**src/rtl/sar_mono_pkg.sv**
```systemverilog
package sar_mono_pkg;
  typedef enum logic [1:0] {
    ST_HOLD = 2'd0,
    ST_SAMP = 2'd1,
    ST_SETL = 2'd2,
    ST_CMP  = 2'd3
  } step_e;
endpackage

```
**src/rtl/sar_bit_slice.sv**
```systemverilog
// One decision slot: remembers whether its phase has run and which side won.
module sar_bit_slice (
  input  logic clk,
  input  logic clr,
  input  logic load,
  input  logic val,
  output logic en_q,
  output logic dec_q
);
  always_ff @(posedge clk) begin
    if (clr) begin
      en_q  <= 1'b0;
      dec_q <= 1'b0;
    end else if (load) begin
      en_q  <= 1'b1;
      dec_q <= val;
    end
  end
endmodule

```
**src/rtl/sar_step_seq.sv**
```systemverilog
// Step sequencer: sample, settle, compare (valid or timeout), repeat.
module sar_step_seq
  import sar_mono_pkg::*;
#(
  parameter int NBITS       = 10,
  parameter int SETTLE_CYC  = 2,
  parameter int TIMEOUT_CYC = 8,
  localparam int IW      = $clog2(NBITS),
  localparam int CNT_MAX = (SETTLE_CYC > TIMEOUT_CYC) ? SETTLE_CYC : TIMEOUT_CYC,
  localparam int CW      = $clog2(CNT_MAX + 1)
) (
  input  logic          clk,
  input  logic          rst,
  input  logic          sample,
  input  logic          cmp_valid,
  input  logic          cmp_dec,
  output logic          strobe,
  output logic          load,
  output logic [IW-1:0] load_idx,
  output logic          load_val,
  output logic          done
);
  step_e         state;
  logic [CW-1:0] cnt;
  logic [IW-1:0] idx;
  logic          tmo;

  assign tmo      = (cnt == CW'(TIMEOUT_CYC - 1));
  assign load     = (state == ST_CMP) && !sample && !rst && (cmp_valid || tmo);
  assign load_idx = idx;
  assign load_val = cmp_valid & cmp_dec;
  assign strobe   = (state != ST_CMP);

  always_ff @(posedge clk) begin
    if (rst || sample) begin
      state <= sample ? ST_SAMP : ST_HOLD;
      cnt   <= '0;
      idx   <= '0;
      done  <= 1'b0;
    end else begin
      done <= 1'b0;
      unique case (state)
        ST_SAMP: begin
          state <= ST_SETL;
          cnt   <= '0;
        end
        ST_SETL: begin
          if (cnt == CW'(SETTLE_CYC - 1)) begin
            state <= ST_CMP;
            cnt   <= '0;
          end else begin
            cnt <= cnt + 1'b1;
          end
        end
        ST_CMP: begin
          if (load) begin
            cnt <= '0;
            if (idx == IW'(NBITS - 1)) begin
              state <= ST_HOLD;
              done  <= 1'b1;
            end else begin
              idx   <= idx + 1'b1;
              state <= ST_SETL;
            end
          end else begin
            cnt <= cnt + 1'b1;
          end
        end
        default: state <= ST_HOLD;
      endcase
    end
  end
endmodule

```
**src/rtl/sar_mono_ctrl.sv**
```systemverilog
// Monotonic-switching SAR controller top.
module sar_mono_ctrl #(
  parameter int NBITS       = 10,
  parameter int SETTLE_CYC  = 2,
  parameter int TIMEOUT_CYC = 8
) (
  input  logic             clk,
  input  logic             rst,
  input  logic             sample,
  input  logic             cmp_dec,
  input  logic             cmp_valid,
  output logic             cmp_strobe,
  output logic [NBITS-2:0] swp_n,
  output logic [NBITS-2:0] swn_n,
  output logic [NBITS-1:0] result,
  output logic             done
);
  localparam int NSW = NBITS - 1;
  localparam int IW  = $clog2(NBITS);

  logic             load;
  logic [IW-1:0]    load_idx;
  logic             load_val;
  logic             clr;
  logic [NBITS-1:0] en;
  logic [NBITS-1:0] dec;

  assign clr = rst | sample;

  sar_step_seq #(
    .NBITS      (NBITS),
    .SETTLE_CYC (SETTLE_CYC),
    .TIMEOUT_CYC(TIMEOUT_CYC)
  ) u_seq (
    .clk      (clk),
    .rst      (rst),
    .sample   (sample),
    .cmp_valid(cmp_valid),
    .cmp_dec  (cmp_dec),
    .strobe   (cmp_strobe),
    .load     (load),
    .load_idx (load_idx),
    .load_val (load_val),
    .done     (done)
  );

  // Slot g holds decision g+1 (g = 0 is the most significant).
  for (genvar g = 0; g < NBITS; g++) begin : g_slot
    sar_bit_slice u_slice (
      .clk  (clk),
      .clr  (clr),
      .load (load && (load_idx == IW'(g))),
      .val  (load_val),
      .en_q (en[g]),
      .dec_q(dec[g])
    );
    assign result[NBITS-1-g] = en[g] & dec[g];
    if (g < NSW) begin : g_sw
      assign swp_n[g] = ~(en[g] &  dec[g]);
      assign swn_n[g] = ~(en[g] & ~dec[g]);
    end
  end
endmodule

```
**config.mk**
```make
export PLATFORM = sky130hd
export DESIGN_NAME = sar_mono_ctrl
export DESIGN_NICKNAME = d
export VERILOG_FILES = /design/src/rtl/sar_mono_pkg.sv /design/src/rtl/sar_bit_slice.sv /design/src/rtl/sar_step_seq.sv /design/src/rtl/sar_mono_ctrl.sv
export SDC_FILE = /design/constraint.sdc
export NUM_CORES = 1
export LEC_CHECK = 0
export BUFFER_PORTS_ARGS = -buffer_cell sky130_fd_sc_hd__buf_2
export CAP_MARGIN = 20
export CORE_UTILIZATION = 56
export DETAILED_ROUTE_END_ITERATION = 16
export PLACE_DENSITY = 0.83
export SKIP_CTS_REPAIR_TIMING = 1
export SLEW_MARGIN = 25
export SYNTH_ARGS = -nofsm -noshare
export SYNTH_HDL_FRONTEND = slang
export SYNTH_HIERARCHICAL = 1
export SYNTH_SLANG_ARGS = --single-unit
```
**constraint.sdc**
```tcl
create_clock -name clk -period 4.7 [get_ports clk]
set_input_delay 0.94 -clock clk [delete_from_list [all_inputs] [get_ports clk]]
set_output_delay 0.94 -clock clk [all_outputs]
set_load 0.02 [all_outputs]
```
; ---- Word level (Yosys, flattened, before mapping)
; Index checks and enable logic that the tools add are counted.
[totals]
reg_bits = 31
inputBits = 5
elab_cells = 126
output_inout_bits = 30
[op_classes]
mux = 10
addsub = 2
bitwise_logic = 51
n_reduce_logical = 22
n_eq_ne = 17
[ops]
columns = op, n
row1 = $not A1 Y1, 30
row2 = $and A1 B1 Y1, 20
row3 = $eq A4 B3 Y1 const B, 5
row4 = $logic_and A1 B1 Y1, 13
row5 = $pmux W4 S3, 1
row6 = $add A4 B1 Y4 const B, 2
row7 = $eq A4 B1 Y1 const B, 2
row8 = $eq A4 B2 Y1 const B, 2
row9 = $eq A4 B4 Y1 const B, 2
row10 = $mux W2, 4
row11 = $mux W4, 2
row12 = $pmux W2 S3, 1
row13 = $eq A2 B2 Y1 const B, 2
row14 = $logic_not A4 Y1, 1
row15 = $ne A3 B1 Y1 const B, 1
row16 = $ne A3 B3 Y1 const B, 1
row17 = $reduce_and A3 Y1, 1
row18 = $reduce_bool A3 Y1, 1
row19 = $reduce_or A3 Y1, 1
row20 = $eq A2 B1 Y1 const B, 1
row21 = $logic_not A1 Y1, 2
row22 = $logic_or A1 B1 Y1, 2
row23 = $mux W1, 2
row24 = $ne A2 B2 Y1 const B, 1
row25 = 2 further kinds, 2

; ---- Logic depth before layout (Yosys ltp)
[depth]
depth_word = 7
mapped_depth = 9
mapped_depth_nobuf = 8

; ---- Cells and area by module
; Netlist, hierarchy kept.
[modules_own_cells]
columns = mod, area_per_inst_um2, cells_per_inst, seq_area_each_um2, instances
row1 = sar_step_seq, 624.3, 70, 240.2, 1
row2 = sar_bit_slice, 61.3, 6, 40.0, 10
row3 = sar_mono_ctrl, 226.5, 45, 0.0, 1

; ---- Least setup slack after synthesis
; Ideal clock, no wire load.
[synth_timing]
path_kind = in2reg
from = input sample
to = register g_slot[4].u_slice.dec_q
path_slack_ns = 2.282
path_buffers = 1
stages = 7
t_required_ns = 4.575
arrival_ns = 2.292
cell_sequence = or2_1 -> clkbuf_1 -> nor2_1 -> or3b_4 -> nor2_1 -> mux2i_1 -> nor2_1
[synth_via]
elab_chain_cells = 5
elab_cells_between_ends = 6
classes_between = bitwise (1) / reduce/logical (5)
[synth_rtl]
columns = item, line
row1 = from (decl), sar_mono_ctrl.sv:9  ; input logic sample,
row2 = $logic_not A1 Y1, sar_step_seq.sv:29  ; assign load = (state == ST_CMP) && !sample && !rst && (cmp_valid || tmo);
row3 = $logic_and A1 B1 Y1 (3 in series), sar_step_seq.sv:29
row4 = via load, sar_mono_ctrl.sv:21  ; logic load;
row5 = $logic_and A1 B1 Y1, sar_mono_ctrl.sv:52  ; .load (load && (load_idx == IW'(g))),
row6 = to (signal assigned), sar_bit_slice.sv:16  ; dec_q <= val;
row7 = to (decl), sar_bit_slice.sv:8  ; output logic dec_q
; The timed path passes the listed nets, and every way through them passes these cells.
; A chain may end at the register's enable or synchronous reset.

; ---- Worst setup path after layout
[layout_timing]
from = input sample
to = register g_slot[0].u_slice.dec_q
[layout_via]
elab_chain_cells = 5
elab_cells_between_ends = 6
classes_between = bitwise (1) / reduce/logical (5)
[layout_rtl]
columns = item, line
row1 = $logic_not A1 Y1, sar_step_seq.sv:29
row2 = $logic_and A1 B1 Y1 (3 in series), sar_step_seq.sv:29
row3 = via load, sar_mono_ctrl.sv:21
row4 = $logic_and A1 B1 Y1, sar_mono_ctrl.sv:52
row5 = to (signal assigned), sar_bit_slice.sv:16
row6 = to (decl), sar_bit_slice.sv:8
; The timed path passes the listed nets, and every way through them passes these cells.

==> run_results.csv <==
group,metric,value,unit
logic_synthesis,yosysTopAreaCell,"dfxtp_1",
logic_synthesis,yosysWarningCount,6,
grt,grt_util_all_layers,24.3,%
logic_synthesis,syn_area,1460,sq um
worst_setup_path,crit_top_cell,"nor2_1",
cts,clock-sinks,31,
worst_setup_path,ff2ff_setup_slack,2.40,ns
power_and_ir_drop,finalPower,0.437,mW
routing,initialDrtViolationCount,21,
grt,grt_start_max_net_pins,21,
placement,dp.cells,237,
finish,final_common_cell,"nor2_1",
worst_setup_path,required,4.91,ns
job,drv_cap,0,
timing,max-slew-margin-rel,65.3,%
routing,drt_first_pass_iters,4,
finish,fin_nets,223,
run_status,status,"completed",
logic_synthesis,ys_ff_latch,31,
finish,layout_common_cells,"46 x nor2_1, 34 x buf_2, 29 x dfxtp_1",
worst_hold_path,hold_path_class,"reg2reg",
floorplan,std_cell_rows,18,
grt,grt_pass1_wl,4.80,mm
logic_synthesis,avgSynthCellArea,8.37,sq um
floorplan,die_w,53.1,microns
timing,timing.final.ws_setup,2.38,ns
placement,pre_cts_ws,2.07,ns
placement,dp_hpwl,2.16,mm
placement,numPortBuffers,34,
floorplan,coreArea,2480,sq um
power_and_ir_drop,ir_drop,0.228,mV
logic_synthesis,synth_cells,175,
timing,skew,0.00481,ns
worst_setup_path,crit_path_max_fanout,8,
cts,insertion_delay,0.33,ns
grt,antenna_found_initial,0,
finish,stdcell_area,1710,sq um
cts,path_clk_slew,0.09,ns
routing,wl_per_cell,12.2,microns
logic_synthesis,synth-compound-area-share,8.21,%
logic_synthesis,synth_top_cell_area_share,39.7,%
finish,register_area,641,sq um
power_and_ir_drop,p_leak,0.702,nW
worst_setup_path,worst_setup_path_end_kind,"register",
power_and_ir_drop,cellPowerDensity,256,nW/um^2
logic_synthesis,synth_top_family_by_area,"simple AND/OR/NAND/NOR gates",
routing,vias,1291,
timing,fmax,0.430,GHz
timing,tightest_slew,0.516,ns
worst_setup_path,path_cells,"buf_2, or2_1, nor2_1, or3b_4, nor3_2, mux2i_1, nor2_1",
cts,ctsLongestPathBuffers,2,
finish,fin_cells,245,
finish,drive_gt1_share,20.9,%
routing,wirelength,2.98,mm
logic_synthesis,synth_seq_area_share,43.8,%
placement,place_area,1660,sq um
floorplan,initial_core_util,59.1,%
worst_setup_path,critPathTopFamily,"simple AND/OR/NAND/NOR gates",
worst_setup_path,cp-start-kind,"input pin",
cts,cts_buffers,5,
timing,fin_crit_sh,49.4,%
timing,fin_tns_setup,0,ns
routing,drc,0,
finish,utilization,68.9,%
worst_setup_path,critPathBufInv,1,
timing,hold_ws,0.477,ns
logic_synthesis,synth_nets,184,
timing,hold_viol,0,
floorplan,die_h,53.1,microns
cts,cts-root-buf,"clkbuf_4",
worst_setup_path,slowest_stage,"or3b_4",
grt,overflow,0,
floorplan,ios,35,
timing,rsz0062_at_grt,"no",
logic_synthesis,synthTopCellsByArea,"dfxtp_1 40%, nor2_1 12%, mux2i_1 6.8%",
finish,multiInputGateArea,767,sq um
logic_synthesis,synthXorXnorAreaFrac,1.79,%
routing,via_per_inst,5.27,
grt,grt_pass1_vias,1152,
finish,diodes,0,
finish,nFillCells,223,
logic_synthesis,synthAdderAreaFrac,3.42,%
finish,area_growth,16.6,%
routing,antenna_left,0,
logic_synthesis,synth_simple_gate_area_share,32.1,%
timing,final-setup-viol-count,0,
placement,gp_congestion,0.827,
logic_synthesis,synthMuxAreaShare,6.84,%
timing,slew_violations,0,
cts,cts_tree,"built",
timing,period_needed,2.32,ns
worst_setup_path,critPathArrivalTime,2.53,ns
worst_setup_path,crit_type,"in2reg",
worst_setup_path,critical_path.max_stage_delay,0.44,ns
cts,ctsHtreeMaxLevel,2,
floorplan,die-area,2820,sq um
logic_synthesis,synth_cell_type_count,37,
flip-flops by register name (all words and copies together) (netlist names):
register              cells
g_slot.u_slice/dec_q     10
g_slot.u_slice/en_q      10
u_seq/cnt                 4
u_seq/load_idx            4
u_seq/state               2
u_seq/done                1
kinds of logic (layout without fill, tap and decap cells):
logic type,Yosys count,after routing
muxes,10,10
and+or+nand+nor,98,98
buffers and inverters,13,53
xor gates and xnor gates,3,3
DFF,31,31
adders and majority gates,4,4
AOI/OAI and AO/OA,16,16
power by group:
part / switching [mW] / internal [mW] / leakage, nW
clock: 0.0865 / 0.0582 / 0.0293
combinational: 0.0138 / 0.00766 / 0.417
sequential: 0.00322 / 0.267 / 0.256
final timing paths:
| check | cells after the start | from | end |
|---|---|---|---|
| setup / recovery | 7 | sample | g_slot[0].u_slice/dec_q$_SDFFE_PP0P_ |
| hold / removal | 2 | g_slot[9].u_slice/en_q$_SDFFE_PP0P_ | g_slot[9].u_slice/en_q$_SDFFE_PP0P_ |
| setup reg to reg | 8 | u_seq/cnt[0]$_SDFFE_PP0P_ | g_slot[0].u_slice/dec_q$_SDFFE_PP0P_ |
| hold reg to reg | 2 | g_slot[9].u_slice/en_q$_SDFFE_PP0P_ | g_slot[9].u_slice/en_q$_SDFFE_PP0P_ |
synth_stat cells, drive strengths merged:
cell type / n
o21bai: 2
o2111a: 1
nor2: 46
a21oi: 2
or3b: 2
or2b: 1
a211oi: 1
nor3b: 1
a21o: 1
nor4: 2
o21ai: 4
mux2i: 10
edfxtp: 2
and3: 1
nand3: 5
or2: 2
inv: 11
nand3b: 2
ha: 4
o21a: 3
xor2: 2
a22oi: 1
nand2b: 12
nor3: 6
nand2: 14
clkbuf: 1
dfxtp: 29
or4: 1
buf: 1
o211ai: 1
and3b: 1
xnor2: 1
and2: 2
worst reg2reg max path: cells and delay by family, from the launching register on:
kind                     cells  cell delay (ns)
AO/OA/AOI/OAI                1             0.10
multiplexers                 1             0.21
flip-flops                   1             0.45
AND/OR/NAND/NOR              5             1.21
adder cells (fa/ha/maj)      1             0.22
routing by layer:
| metal | wire length, microns | GRT usage (%) | up-vias |
|---|---|---|---|
| met5 | 0 | 0 | - |
| met4 | 53 | 12.7 | 0 |
| met3 | 82 | 6.32 | 8 |
| met2 | 1510 | 43.5 | 24 |
| met1 | 1330 | 25.7 | 600 |
| li1 | - | - | 659 |
area by class of cell:
class	instances	area share [%]
Clock inverter	1	0.293
Timing Repair Buffer	34	9.97
Multi-Input combinational cell	131	44.9
Clock buffer	7	2.64
Tap cell	30	2.20
Inverter	11	2.42
Sequential cell	31	37.5
Note: power is estimated with default switching activity, not from simulation.
